--- src/rtl/rob_commit.sv ---
module rob_commit #(
  parameter int DEPTH   = 8,
  parameter int REG_W   = 5,
  parameter int DATA_W  = 32,
  parameter int PC_W    = 32,
  parameter int CAUSE_W = 4,
  parameter int NWB     = 3,
  parameter int NSRC    = 2,
  localparam int TAG_W  = $clog2(DEPTH),
  localparam int CNT_W  = $clog2(DEPTH + 1)
) (
  input  logic                    clk,
  input  logic                    rst_n,
  input  logic                    alloc_valid,
  input  logic                    alloc_has_dst,
  input  logic [REG_W-1:0]        alloc_dst,
  input  logic [PC_W-1:0]         alloc_pc,
  output logic                    alloc_ready,
  output logic [TAG_W-1:0]        alloc_tag,
  output logic                    full,
  input  logic [NWB-1:0]          wb_valid,
  input  logic [NWB*TAG_W-1:0]    wb_tag,
  input  logic [NWB*DATA_W-1:0]   wb_data,
  input  logic [NWB-1:0]          wb_exc,
  input  logic [NWB*CAUSE_W-1:0]  wb_cause,
  input  logic [NSRC*REG_W-1:0]   lk_reg,
  output logic [NSRC-1:0]         lk_hit,
  output logic [NSRC-1:0]         lk_ready,
  output logic [NSRC*DATA_W-1:0]  lk_data,
  output logic                    commit_valid,
  output logic [TAG_W-1:0]        commit_tag,
  output logic                    rf_we,
  output logic [REG_W-1:0]        rf_waddr,
  output logic [DATA_W-1:0]       rf_wdata,
  output logic                    exc_valid,
  output logic [PC_W-1:0]         exc_pc,
  output logic [CAUSE_W-1:0]      exc_cause
);

  logic [DEPTH-1:0]   vld, done, hasd, excf;
  logic [REG_W-1:0]   dst   [DEPTH];
  logic [DATA_W-1:0]  res   [DEPTH];
  logic [PC_W-1:0]    pcs   [DEPTH];
  logic [CAUSE_W-1:0] cause [DEPTH];
  logic [TAG_W-1:0]   head, tail;
  logic [CNT_W-1:0]   count;

  logic head_ready, alloc_fire;

  assign full        = (count == CNT_W'(DEPTH));
  assign alloc_ready = ~full;
  assign alloc_tag   = tail;
  assign head_ready  = vld[head] & done[head];
  assign commit_valid = head_ready & ~excf[head];
  assign exc_valid    = head_ready &  excf[head];
  assign commit_tag  = head;
  assign rf_we       = commit_valid & hasd[head];
  assign rf_waddr    = dst[head];
  assign rf_wdata    = res[head];
  assign exc_pc      = pcs[head];
  assign exc_cause   = cause[head];
  assign alloc_fire  = alloc_valid & ~full & ~exc_valid;

  genvar s;
  generate
    for (s = 0; s < NSRC; s++) begin : g_lookup
      logic              hit, rdy;
      logic [DATA_W-1:0] val;
      logic [REG_W-1:0]  want;
      assign want = lk_reg[s*REG_W +: REG_W];
      always_comb begin
        hit = 1'b0;
        rdy = 1'b1;
        val = '0;
        for (int i = 0; i < DEPTH; i++) begin
          logic [TAG_W-1:0] idx;
          idx = head + TAG_W'(i);
          if (vld[idx] && hasd[idx] && dst[idx] == want) begin
            hit = 1'b1;
            rdy = done[idx];
            val = res[idx];
          end
        end
      end
      assign lk_hit[s]                  = hit;
      assign lk_ready[s]                = rdy;
      assign lk_data[s*DATA_W +: DATA_W] = val;
    end
  endgenerate

  always_ff @(posedge clk or negedge rst_n) begin
    if (!rst_n) begin
      vld   <= '0;
      done  <= '0;
      hasd  <= '0;
      excf  <= '0;
      head  <= '0;
      tail  <= '0;
      count <= '0;
      for (int i = 0; i < DEPTH; i++) begin
        dst[i]   <= '0;
        res[i]   <= '0;
        pcs[i]   <= '0;
        cause[i] <= '0;
      end
    end else if (exc_valid) begin
      vld   <= '0;
      done  <= '0;
      excf  <= '0;
      head  <= '0;
      tail  <= '0;
      count <= '0;
    end else begin
      for (int p = 0; p < NWB; p++) begin
        if (wb_valid[p] && vld[wb_tag[p*TAG_W +: TAG_W]]) begin
          done[wb_tag[p*TAG_W +: TAG_W]]  <= 1'b1;
          res[wb_tag[p*TAG_W +: TAG_W]]   <= wb_data[p*DATA_W +: DATA_W];
          excf[wb_tag[p*TAG_W +: TAG_W]]  <= wb_exc[p];
          cause[wb_tag[p*TAG_W +: TAG_W]] <= wb_cause[p*CAUSE_W +: CAUSE_W];
        end
      end
      if (alloc_fire) begin
        vld[tail]  <= 1'b1;
        done[tail] <= 1'b0;
        excf[tail] <= 1'b0;
        hasd[tail] <= alloc_has_dst;
        dst[tail]  <= alloc_dst;
        pcs[tail]  <= alloc_pc;
        tail       <= tail + 1'b1;
      end
      if (commit_valid) begin
        vld[head]  <= 1'b0;
        done[head] <= 1'b0;
        head       <= head + 1'b1;
      end
      count <= count + CNT_W'(alloc_fire) - CNT_W'(commit_valid);
    end
  end

endmodule


--- config.mk ---
export PLATFORM = sky130hd
export DESIGN_NAME = rob_commit
export DESIGN_NICKNAME = d
export VERILOG_FILES = /design/src/rtl/rob_commit.sv
export SDC_FILE = /design/constraint.sdc
export NUM_CORES = 2
export LEC_CHECK = 0
export BUFFER_PORTS_ARGS = -buffer_cell sky130_fd_sc_hd__buf_2
export CORE_UTILIZATION = 30
export DETAILED_ROUTE_END_ITERATION = 10
export SLEW_MARGIN = 0
export SYNTH_ARGS = -nofsm -noshare
export SYNTH_HDL_FRONTEND = slang
export SYNTH_SLANG_ARGS = --single-unit
--- constraint.sdc ---
create_clock -name clk -period 6.6 [get_ports clk]
set_clock_uncertainty 0.15 [all_clocks]
set_input_delay 1.32 -clock clk [delete_from_list [all_inputs] [get_ports clk]]
set_output_delay 1.32 -clock clk [all_outputs]
set_load 0.005 [all_outputs]
==> results.cfg <==
[die]
die_area_mm2 = 0.1723
row_count = 151
design.portCount = 326
die_h_um = 415.1
die_width_um = 415.1
core_mm2 = 0.1695
start_util = 0.3020

[critical_path]
crit_type = reg2out
crit_chain = buf_4 > buf_8 > mux4_2 > mux2i_1 > xnor2_1 > nor4_4 > buf_4 > buf_4 > a221oi_1 > a22oi_1 > buf_2
reg2reg_depth = 12
reg2reg_slack_ps = 1420
worstPathRequired_ps = 5130
cp-end-kind = output port
critPathSlowestCell = mux4_2
start_kind = flop
path_common_cell = buf_4
reg2reg_to = pcs[183]$_DFFE_PN0P_
cp_max_fo = 49
cp_slowest_stage_delay_ps = 580
timing.rr.start = commit_tag[1]$_DFFE_PN0P_
arrival_ps = 4960

[routing]
antenna_left = 0
vias = 48235
drt-vias-per-instance = 6.207
drt-total-wl_mm = 229.3
drc_errors = 0
drtIter0Drc = 6939
firstDrtPassIters = 6
routedWlPerCell_um = 29.51

[placement]
place.gp.congestion = 1.048
post-place-cells = 7596
io_buffers = 325
post-place-ws_ps = 592.1
dp_hpwl_mm = 158.0

[cts]
path_clk_slew_ps = 70
cts_tree = built
clkLatencyLatePin_ps = 660
htree_num_levels = 2
cts_sinks = 626
numCtsBuffers = 61
hold_buffers = 0
clk_path_buf_depth = 3
cts_root_buf = clkbuf_16

[min_path]
min_path_type = reg2reg
hold_end = cause[25]$_DFFE_PN0P_
worst_hold_path.num_cells = 2
hp-start = cause[25]$_DFFE_PN0P_

[final_layout]
area_growth_pct = 11.30
finish.utilization = 0.3362
final_common_cell = dfrtp_1
drive_above_1_share = 0.2614
most-common-layout-cells = dfrtp_1, nand2_1, nor2_1
fin_nets = 5646
fin_cells = 7771

[sta]
hold_slack_ps = 333.4
final_hold_viol_count = 0
setup_viol = 0
fin_crit_sh = 0.9743
slew_violations = 0
tightestPinTransition_ps = 1300
period_minus_slack_ps = 6430
maxSlewHeadroom = 0.1336
rsz0062_at_grt = false
tns_ps = 0
setup_slack_ps = 169.7
max_freq_mhz = 155.5

[synth]
postSynth.asyncResetShare = 1.000
ys_seq_area_frac = 0.3060
syn-cell-area_mm2 = 0.05119
ys_ff_latch = 626
synth_cells = 5530
synth_enable_flop_cells = 0
yosys_warnings = 0
synthAdderAreaFrac = 0.003324
syn-num-nets = 5717
synthDistinctLibCells = 98
synth_compound_area_frac = 0.1539
ys.flop_type = dfrtp_1
synth_simple_gate_area_frac = 0.1543
syn_area_per_cell_um2 = 9.256
yosys.area_share.xor_xnor = 0.01247
synth_top_family_by_area = multiplexers
yosys-mux-area-fraction = 0.3131

[power]
p_leak_nw = 22.26
p_per_area_mw_per_mm2 = 613.4
ir_worst_vdd_mv = 0.4964

[global_routing]
gr-total-overflow = 0
grt_max_degree = 185
grt_pass1_wl_mm = 327.8
antenna_found_initial = 82
grt_pass1_vias = 44456
grt_usage = 0.2552

[job]
cap_viol_max_count = 0

[status]
run_status = completed
[routing by layer]
| metal | track usage | part of all wire |
|---|---|---|
| met4 | 0.1091 | 0.049 |
| met2 | 0.3693 | 0.42 |
| met3 | 0.08348 | 0.13 |
| met5 | 0 | 0.0016 |
| met1 | 0.3463 | 0.40 |
[worst max-delay path, delay by kind of cell, from the launching register on]
kind,cells,cell delay (ps)
AOI/OAI and AO/OA,2,610
muxes,2,880
and+or+nand+nor,1,330
xor gates and xnor gates,1,180
DFF,1,510
buffers and inverters,5,1720
[kinds of logic (layout without fill, tap and decap cells)]
kind of cell / after synthesis / after routing
AO/OA/AOI/OAI: 1296 / 1296
XOR/XNOR: 69 / 69
adder cells (fa/ha/maj): 13 / 13
buffers and inverters: 667 / 645
flip-flops: 626 / 626
multiplexers: 1069 / 1069
other: 0 / 45
AND/OR/NAND/NOR: 1790 / 1790
[power breakdown]
part / total (mW) / switching, mW / internal [mW] / leakage [nW]
clock: 3.78 / 1.65 / 2.13 / 1.03
combinational: 22.4 / 12.8 / 9.54 / 13.8
sequential: 8.80 / 3.03 / 5.77 / 7.40
[layout make-up]
class / instances / area (um2)
inverters: 37 / 146.4
repair buffers: 496 / 3196
fillers: 17040 / 112500
clock inverters: 27 / 391.6
well taps: 2218 / 2775
clock buffers: 85 / 1737
multi-input cells: 4237 / 32940
flip-flops and latches: 626 / 15680
diodes: 45 / 112.6
[synth_stat cells, drive strengths merged, types with 7 or more instances]
| library cell | n | share of area |
|---|---|---|
| a211oi | 131 | 0.019 |
| o32ai | 14 | 0.0024 |
| a221o | 8 | 0.0016 |
| nor3b | 27 | 0.0040 |
| o31ai | 7 | 0.0010 |
| a221oi | 35 | 0.0061 |
| nand3 | 112 | 0.011 |
| ha | 12 | 0.0029 |
| nor2 | 598 | 0.044 |
| nor2b | 11 | 0.0013 |
| or2 | 12 | 0.0015 |
| inv | 37 | 0.0027 |
| a311oi | 26 | 0.0044 |
| buf | 274 | 0.027 |
| a21oi | 497 | 0.049 |
| nand4 | 48 | 0.0059 |
| a2bb2oi | 7 | 0.0012 |
| or3 | 24 | 0.0029 |
| and2 | 18 | 0.0022 |
| nand2 | 606 | 0.044 |
| xor2 | 17 | 0.0033 |
| mux2i | 316 | 0.062 |
| a22o | 13 | 0.0022 |
| mux2 | 365 | 0.080 |
| nor3 | 256 | 0.025 |
| mux4 | 388 | 0.17 |
| dfrtp | 626 | 0.31 |
| and3 | 42 | 0.0051 |
| o21ai | 328 | 0.032 |
| xnor2 | 52 | 0.0092 |
| clkbuf | 356 | 0.027 |
| o22ai | 41 | 0.0051 |
| a21o | 13 | 0.0019 |
| o211ai | 61 | 0.0090 |
| nor4 | 12 | 0.0022 |
| a31oi | 7 | 0.00086 |
| a22oi | 37 | 0.0054 |
[worst max path at each step]
stage                              startpoint           to
finish              commit_tag[0]$_DFFE_PN0P_   lk_data[8]
global route        commit_tag[0]$_DFFE_PN0P_  lk_data[19]
CTS                 commit_tag[1]$_DFFE_PN0P_  lk_ready[0]
detailed placement  commit_tag[1]$_DFFE_PN0P_  lk_ready[0]
global placement    commit_tag[1]$_DFFE_PN0P_  lk_ready[0]
floorplan           commit_tag[1]$_DFFE_PN0P_  lk_ready[1]
[metrics by stage]
stage               power, mW  cell area (um2)
floorplan               22.00            51190
detailed placement      30.05            54470
global route            36.34            56940
global placement        29.69            54470
finish                  34.94            56970
CTS                     33.92            56650
[state kept, by name (all words and copies together), names as in the netlist]
register / flops
done: 8
alloc_tag: 3
commit_tag: 3
res: 256
hasd: 8
count: 4
dst: 40
cause: 32
vld: 8
pcs: 256
excf: 8
[timing repair]
action / in CTS / in global routing
resized for setup: 4 / 9
pin swaps: 0 / 5
gates cloned: 1 / 1
endpoints found under the setup margin: 5 / 43
setup buffers: 0 / 16
Power figures use the tool's default switching activity.
